**src/rtl/exc_seq_pkg.sv**
```systemverilog
package exc_seq_pkg;
  localparam int CODE_W = 5;
  localparam int OFS_W  = 14;

  typedef enum logic [CODE_W-1:0] {
    FC_NONE        = 5'd0,
    FC_RESET       = 5'd1,
    FC_MCHK        = 5'd2,
    FC_ARITH       = 5'd3,
    FC_INTR        = 5'd4,
    FC_DTLB_MISS_N = 5'd5,
    FC_DTLB_MISS_P = 5'd6,
    FC_ALIGN       = 5'd7,
    FC_DTLB_FAULT  = 5'd8,
    FC_DTLB_ACV    = 5'd9,
    FC_ITLB_MISS   = 5'd10,
    FC_ITLB_FAULT  = 5'd11,
    FC_ITLB_ACV    = 5'd12,
    FC_UNIMP       = 5'd13,
    FC_FPEN        = 5'd14,
    FC_PALCALL     = 5'd15,
    FC_IOVF        = 5'd16
  } fault_e;

  localparam logic [CODE_W-1:0] FC_MAX = 5'd16;
  localparam logic [OFS_W-1:0]  RESET_OFS = 14'h0001;
endpackage

```
**src/rtl/exc_vec_rom.sv**
```systemverilog
module exc_vec_rom
  import exc_seq_pkg::*;
(
  input  logic [CODE_W-1:0] code,
  output logic [OFS_W-1:0]  ofs,
  output logic              known
);
  always_comb begin
    known = (code != FC_NONE) && (code <= FC_MAX);
    unique case (code)
      FC_RESET:                      ofs = 14'h0001;
      FC_ITLB_ACV:                   ofs = 14'h0081;
      FC_INTR:                       ofs = 14'h0101;
      FC_ITLB_MISS, FC_ITLB_FAULT:   ofs = 14'h0181;
      FC_DTLB_MISS_N:                ofs = 14'h0201;
      FC_DTLB_MISS_P:                ofs = 14'h0281;
      FC_ALIGN:                      ofs = 14'h0301;
      FC_DTLB_FAULT, FC_DTLB_ACV:    ofs = 14'h0381;
      FC_MCHK:                       ofs = 14'h0401;
      FC_UNIMP:                      ofs = 14'h0481;
      FC_ARITH, FC_IOVF:             ofs = 14'h0501;
      FC_FPEN:                       ofs = 14'h0581;
      FC_PALCALL:                    ofs = 14'h2001;
      default:                       ofs = '0;
    endcase
  end
endmodule

```
**src/rtl/exc_entry_calc.sv**
```systemverilog
module exc_entry_calc
  import exc_seq_pkg::*;
#(
  parameter int PC_W       = 32,
  parameter int INSN_BYTES = 4
) (
  input  logic [CODE_W-1:0] code,
  input  logic [PC_W-1:0]   cur_pc,
  input  logic [PC_W-1:0]   old_addr,
  output logic [PC_W-1:0]   new_addr,
  output logic              swap_in
);
  localparam logic [PC_W-1:0] STEP = PC_W'(INSN_BYTES);

  logic in_priv, is_trap, hold;

  always_comb begin
    in_priv  = cur_pc[0];
    is_trap  = (code == FC_PALCALL) || (code == FC_ARITH) || (code == FC_IOVF);
    hold     = (code == FC_INTR) && in_priv;
    swap_in  = !in_priv;
    if (hold)         new_addr = old_addr;
    else if (is_trap) new_addr = cur_pc + STEP;
    else              new_addr = cur_pc;
  end
endmodule

```
**src/rtl/exc_seq_top.sv**
```systemverilog
module exc_seq_top
  import exc_seq_pkg::*;
#(
  parameter int PC_W       = 32,
  parameter int INSN_BYTES = 4
) (
  input  logic              clk,
  input  logic              rst,
  input  logic              exc_valid,
  input  logic [4:0]        exc_code,
  input  logic [PC_W-1:0]   cur_pc,
  input  logic [PC_W-1:0]   vec_base,
  input  logic              ret_req,
  output logic              pc_load,
  output logic [PC_W-1:0]   pc_out,
  output logic [PC_W-1:0]   npc_out,
  output logic [PC_W-1:0]   saved_addr,
  output logic              bank_sel,
  output logic              bank_toggle,
  output logic              swap_err,
  output logic              ret_illegal
);
  localparam logic [PC_W-1:0] STEP = PC_W'(INSN_BYTES);

  logic [CODE_W-1:0] eff_code;
  logic [OFS_W-1:0]  vec_ofs;
  logic              code_known, accept, ret_ok, ret_bad, enter, swap_in;
  logic [PC_W-1:0]   entry_addr, target;

  exc_vec_rom u_rom (
    .code  (eff_code),
    .ofs   (vec_ofs),
    .known (code_known)
  );

  exc_entry_calc #(.PC_W(PC_W), .INSN_BYTES(INSN_BYTES)) u_calc (
    .code     (eff_code),
    .cur_pc   (cur_pc),
    .old_addr (saved_addr),
    .new_addr (entry_addr),
    .swap_in  (swap_in)
  );

  always_comb begin
    accept   = exc_valid && (exc_code != FC_NONE) && (exc_code <= FC_MAX);
    ret_ok   = ret_req && !accept && cur_pc[0];
    ret_bad  = ret_req && !accept && !cur_pc[0];
    enter    = accept || ret_bad;
    eff_code = accept ? exc_code : FC_UNIMP;
    target   = vec_base + {{(PC_W-OFS_W){1'b0}}, vec_ofs};
  end

  always_ff @(posedge clk) begin
    if (rst) begin
      pc_out      <= vec_base + {{(PC_W-OFS_W){1'b0}}, RESET_OFS};
      npc_out     <= vec_base + {{(PC_W-OFS_W){1'b0}}, RESET_OFS} + STEP;
      saved_addr  <= '0;
      bank_sel    <= 1'b1;
      pc_load     <= 1'b0;
      bank_toggle <= 1'b0;
      swap_err    <= 1'b0;
      ret_illegal <= 1'b0;
    end else begin
      pc_load     <= 1'b0;
      bank_toggle <= 1'b0;
      swap_err    <= 1'b0;
      ret_illegal <= 1'b0;
      if (enter && code_known) begin
        pc_out      <= target;
        npc_out     <= target + STEP;
        saved_addr  <= entry_addr;
        pc_load     <= 1'b1;
        ret_illegal <= ret_bad;
        if (swap_in) begin
          if (bank_sel) swap_err <= 1'b1;
          else begin
            bank_sel    <= 1'b1;
            bank_toggle <= 1'b1;
          end
        end
      end else if (ret_ok) begin
        pc_out  <= saved_addr;
        npc_out <= saved_addr + STEP;
        pc_load <= 1'b1;
        if (!saved_addr[0]) begin
          if (!bank_sel) swap_err <= 1'b1;
          else begin
            bank_sel    <= 1'b0;
            bank_toggle <= 1'b1;
          end
        end
      end
    end
  end
endmodule

```
**config.mk**
```make
export PLATFORM = sky130hd
export DESIGN_NAME = exc_seq_top
export DESIGN_NICKNAME = d
export VERILOG_FILES = /design/src/rtl/exc_seq_pkg.sv /design/src/rtl/exc_vec_rom.sv /design/src/rtl/exc_entry_calc.sv /design/src/rtl/exc_seq_top.sv
export SDC_FILE = /design/constraint.sdc
export NUM_CORES = 1
export LEC_CHECK = 0
export BUFFER_PORTS_ARGS = -buffer_cell sky130_fd_sc_hd__buf_2
export CAP_MARGIN = 20
export CORE_MARGIN = 2
export CORE_UTILIZATION = 54
export CTS_BUF_LIST = sky130_fd_sc_hd__clkbuf_16
export DETAILED_ROUTE_END_ITERATION = 10
export PLACE_DENSITY = 0.9
export SYNTH_ARGS = -nofsm -noshare
export SYNTH_HDL_FRONTEND = slang
export SYNTH_SLANG_ARGS = --single-unit
```
**constraint.sdc**
```tcl
create_clock -name clk -period 7.1 [get_ports clk]
set_input_delay 0.71 -clock clk [delete_from_list [all_inputs] [get_ports clk]]
set_output_delay 0.71 -clock clk [all_outputs]
set_load 0.01 [all_outputs]
```
==> metrics.txt <==
# TYPE chip_impl_metric gauge
chip_impl_metric{name="critPathRequiredTime",unit="ps"} 7200
chip_impl_metric{name="static-leakage-power",unit="nW"} 3.21
chip_impl_metric{name="synth-seq-area-share",unit="%"} 38.7
chip_impl_metric{name="maxSlewHeadroom",unit="%"} 38.5
chip_impl_info{name="critical_path.startpoint_type",value="primary input"} 1
chip_impl_metric{name="num_io_pins",unit=""} 174
chip_impl_metric{name="irDropWorstVdd",unit="V"} 0.000100
chip_impl_info{name="worst_setup_path_end_kind",value="register"} 1
chip_impl_metric{name="netlist_area",unit="sq um"} 6730
chip_impl_metric{name="final_max_slew_viols",unit=""} 0
chip_impl_metric{name="final_min_period_over_clock_period",unit="%"} 85.7
chip_impl_metric{name="net_count_after_synthesis",unit=""} 826
chip_impl_metric{name="clkTransAtPathRegs",unit="ps"} 70
chip_impl_metric{name="detail_route.wl_per_cell",unit="um"} 17.4
chip_impl_info{name="final_cell_mix",value="sky130_fd_sc_hd__buf_2, sky130_fd_sc_hd__nand2_1, sky130_fd_sc_hd__nor2_1, sky130_fd_sc_hd__xnor2_1, sky130_fd_sc_hd__edfxtp_1"} 1
chip_impl_metric{name="cts_buffers",unit=""} 9
chip_impl_metric{name="placement.setup.worst_slack",unit="ps"} 819
chip_impl_metric{name="detailedPlacementHpwl",unit="um"} 14100
chip_impl_metric{name="post_synth_edffs",unit=""} 62
chip_impl_metric{name="signed_area_change_from_the_synthesized_netlist_to_the_final_layout",unit="%"} 18.9
chip_impl_metric{name="comb_power_share",unit="%"} 24.7
chip_impl_metric{name="power_density",unit="nW/um^2"} 198
chip_impl_info{name="cpMaxStageDelayCell",value="sky130_fd_sc_hd__a21oi_1"} 1
chip_impl_metric{name="syn_inst",unit=""} 738
chip_impl_metric{name="vias",unit=""} 6384
chip_impl_metric{name="swShare",unit="%"} 31.5
chip_impl_metric{name="maximum_number_of_pins_on_one_net_before_global_route_repair",unit=""} 60
chip_impl_metric{name="hold_violations",unit=""} 0
chip_impl_info{name="hold_class",value="register to register"} 1
chip_impl_metric{name="overall_die_height",unit="um"} 116
chip_impl_metric{name="totalNegativeSetupSlack",unit="ps"} 0
chip_impl_metric{name="yosysWarningCount",unit=""} 0
chip_impl_metric{name="arr_time_crit_path",unit="ps"} 6190
chip_impl_metric{name="area.sequential",unit="sq um"} 2600
chip_impl_metric{name="antenna_violation_net_count_after_detailed_routing",unit=""} 0
chip_impl_metric{name="first_pass_grt_wire_length",unit="um"} 28700
chip_impl_info{name="clock-root-buffer",value="sky130_fd_sc_hd__clkbuf_16"} 1
chip_impl_metric{name="final-setup-viol-count",unit=""} 0
chip_impl_metric{name="tritoncts_num_sinks",unit=""} 99
chip_impl_metric{name="multi_input_combinational_cell_area",unit="sq um"} 3910
chip_impl_metric{name="worst_pin_slew",unit="ps"} 922
chip_impl_info{name="critical_path.cell_chain",value="buf_2 -> nor4_4 -> and2_1 -> o21a_1 -> nand2b_1 -> inv_1 -> ha_1 -> nand3_1 -> inv_1 -> ha_1 -> nor3b_1 -> mux2i_2 -> a21oi_1 -> buf_4 -> a221oi_1 -> a2bb2oi_1 -> nand4b_1 -> nor4b_4 -> nand4_1 -> xnor2_1"} 1
chip_impl_metric{name="cts-resized-gates",unit=""} 0
chip_impl_metric{name="grt.overflow.total",unit=""} 0
chip_impl_metric{name="postCtsHoldBufs",unit=""} 0
chip_impl_metric{name="clock.fmax",unit="GHz"} 0.164
chip_impl_metric{name="rows",unit=""} 40
chip_impl_metric{name="timing.clock.skew",unit="ps"} 10.0
chip_impl_metric{name="pnr_worst_setup_slack",unit="ps"} 1010
chip_impl_metric{name="globalRouteTotalUtil",unit="%"} 27.2
chip_impl_metric{name="drt_first_pass_iters",unit=""} 6
chip_impl_metric{name="post_drt_via_cell_ratio",unit=""} 5.98
chip_impl_metric{name="cts-htree-levels",unit=""} 3
chip_impl_metric{name="buffer_ports.inserted",unit=""} 173
chip_impl_info{name="rsz0062_at_grt",value="no"} 1
chip_impl_metric{name="asyncSetResetFlopFracSynth",unit="%"} 0
chip_impl_metric{name="count_of_different_cell_masters_after_synthesis",unit=""} 88
chip_impl_metric{name="cts_post_setup_buffers_inserted",unit=""} 0
chip_impl_metric{name="power_report.internal_total",unit="mW"} 1.08
chip_impl_metric{name="n_fill_cell",unit=""} 1043
chip_impl_metric{name="r2r_setup_slack",unit="ps"} 4390
chip_impl_metric{name="drt-initial-drc-count",unit=""} 682
chip_impl_metric{name="antenna_found_initial",unit=""} 1
chip_impl_info{name="cts_tree",value="yes"} 1
chip_impl_metric{name="crit_fanout",unit=""} 12
chip_impl_metric{name="cp_slowest_stage_delay",unit="ps"} 650
chip_impl_metric{name="final_layout_size_suffix_gt1_share",unit="%"} 26.4
chip_impl_metric{name="overall_die_area",unit="sq um"} 13400
chip_impl_metric{name="clockPowerShare",unit="%"} 29.7
chip_impl_metric{name="max_cap_viol_count",unit=""} 0
chip_impl_metric{name="floorplan.core_area",unit="sq um"} 12100
chip_impl_metric{name="detail_route.drc_violations",unit=""} 0
chip_impl_metric{name="switchingPower",unit="uW"} 499
chip_impl_metric{name="start_util",unit="%"} 55.6
chip_impl_metric{name="power.sequential.fraction",unit="%"} 45.6
chip_impl_metric{name="post_synth.cell_area_avg",unit="sq um"} 9.12
chip_impl_metric{name="worst_skew_pair.late_latency",unit="ps"} 350
chip_impl_info{name="synth_top_flop_cell",value="sky130_fd_sc_hd__edfxtp_1"} 1
chip_impl_metric{name="number_of_global_route_vias_before_repair",unit=""} 5670
chip_impl_metric{name="whs",unit="ps"} 470
chip_impl_metric{name="clk_path_buf_depth",unit=""} 2
chip_impl_metric{name="die_width",unit="um"} 116
chip_impl_metric{name="routed_wirelength",unit="um"} 18600
chip_impl_info{name="outcome",value="completed"} 1
chip_impl_info{name="most_common_library_cell_in_the_layout_ignoring_fill_and_taps",value="sky130_fd_sc_hd__buf_2"} 1
chip_impl_metric{name="post-route-min-period",unit="ps"} 6090
chip_impl_metric{name="final_nets",unit=""} 981
chip_impl_metric{name="gp_congestion",unit=""} 0.944
chip_impl_metric{name="ys_ff_latch",unit=""} 99
chip_impl_info{name="critical_path_class",value="primary input to register"} 1
metal layers:
layer	GRT usage (%)	vias to the layer above	part of all wire (%)
li1	-	3053	-
met1	38.4	2930	44
met2	42.4	352	45
met3	4.13	49	8.2
met4	10.6	0	2.9
met5	0	-	0
synthesized netlist by cell type (3+ instances only):
cell	instances	area, sq um
sky130_fd_sc_hd__clkbuf_1	22	82.6
sky130_fd_sc_hd__or4_1	3	22.5
sky130_fd_sc_hd__o221a_2	3	33.8
sky130_fd_sc_hd__buf_2	7	35.0
sky130_fd_sc_hd__and3_1	18	113
sky130_fd_sc_hd__ha_1	15	188
sky130_fd_sc_hd__nand2b_1	4	25.0
sky130_fd_sc_hd__and2_1	11	68.8
sky130_fd_sc_hd__nor4_1	4	25.0
sky130_fd_sc_hd__inv_1	23	86.3
sky130_fd_sc_hd__mux2i_1	5	50.1
sky130_fd_sc_hd__or2_2	7	43.8
sky130_fd_sc_hd__o221ai_1	4	35.0
sky130_fd_sc_hd__a31oi_1	6	37.5
sky130_fd_sc_hd__o22ai_1	3	18.8
sky130_fd_sc_hd__xnor2_1	62	543
sky130_fd_sc_hd__nor2_1	70	263
sky130_fd_sc_hd__a22oi_1	6	45.0
sky130_fd_sc_hd__dfxtp_1	37	741
sky130_fd_sc_hd__or3_1	10	62.6
sky130_fd_sc_hd__o2111ai_1	3	26.3
sky130_fd_sc_hd__nor3_1	18	90.1
sky130_fd_sc_hd__nand4_1	22	138
sky130_fd_sc_hd__a311oi_1	5	43.8
sky130_fd_sc_hd__o21a_1	7	52.6
sky130_fd_sc_hd__nor2b_1	5	31.3
sky130_fd_sc_hd__buf_1	3	11.3
sky130_fd_sc_hd__nand3_1	32	160
sky130_fd_sc_hd__o21ai_0	33	165
sky130_fd_sc_hd__nor4_2	5	62.6
sky130_fd_sc_hd__xor2_1	25	219
sky130_fd_sc_hd__a211oi_1	22	165
sky130_fd_sc_hd__edfxtp_1	62	1860
sky130_fd_sc_hd__o211ai_1	9	67.6
sky130_fd_sc_hd__nand2_1	71	267
sky130_fd_sc_hd__a21oi_1	29	145
sequential cells by signal, summed over array words and instances, names as in the netlist:
signal and cells:
npc_out 30, swap_err 1, pc_load 1, bank_toggle 1, bank_sel 1, ret_illegal 1
pc_out 32, saved_addr 32
power groups by stage:
stage | Combinational (mW) | Clock, mW | Sequential (mW)
2_1_floorplan | 0.199 | 0 | 0.766
3_3_place_gp | 0.381 | 0 | 0.732
3_5_place_dp | 0.387 | 0 | 0.734
4_1_cts | 0.388 | 0.475 | 0.721
5_1_grt | 0.427 | 0.495 | 0.728
6_report | 0.391 | 0.470 | 0.721
area by class of cell:
type,instances,share of cell area [%]
Antenna cell,1,0.0313
Multi-Input combinational cell,581,48.8
Timing Repair Buffer,179,11.4
Clock buffer,9,2.81
Sequential cell,99,32.5
Clock inverter,7,0.735
Tap cell,168,2.63
Inverter,23,1.08
per-stage QoR:
stage               utilization, %  std cells  instance area [sq um]  power (mW)
finish                        66.1       1067                   8000        1.58
global route                  66.1       1067                   8000        1.65
CTS                           66.1       1066                   8000        1.58
detailed placement            63.7       1050                   7720        1.12
global placement              63.7       1050                   7720        1.11
floorplan                        -        738                   6730       0.965
kinds of logic (layout without fill, tap and decap cells):
logic type,after synthesis,in the layout,synth area share [%]
other cells,0,1,0
fa+ha+maj,15,15,2.79
simple gates,307,307,25.2
mux,8,8,1.34
buf+inv,58,218,3.59
compound gates,164,164,17.1
flops,99,99,38.7
xor+xnor,87,87,11.3
final timing paths:
path,startpoint,end,depth (start not counted)
hold reg to reg,saved_addr[1]$_SDFFE_PP0P_,saved_addr[1]$_SDFFE_PP0P_,2
setup reg to reg,saved_addr[5]$_SDFFE_PP0P_,npc_out[31]$_DFFE_PP_,7
setup / recovery,exc_code[0],npc_out[31]$_DFFE_PP_,20
hold / removal,saved_addr[1]$_SDFFE_PP0P_,saved_addr[1]$_SDFFE_PP0P_,2
critical path: cells and delay by family:
family	cells	cell delay, ps
AND/OR/NAND/NOR	8	2510
buffers and inverters	4	630
multiplexers	1	230
AO/OA/AOI/OAI	4	1350
XOR/XNOR	1	170
adder cells (fa/ha/maj)	2	570
Note: power is estimated with default switching activity, not from simulation.
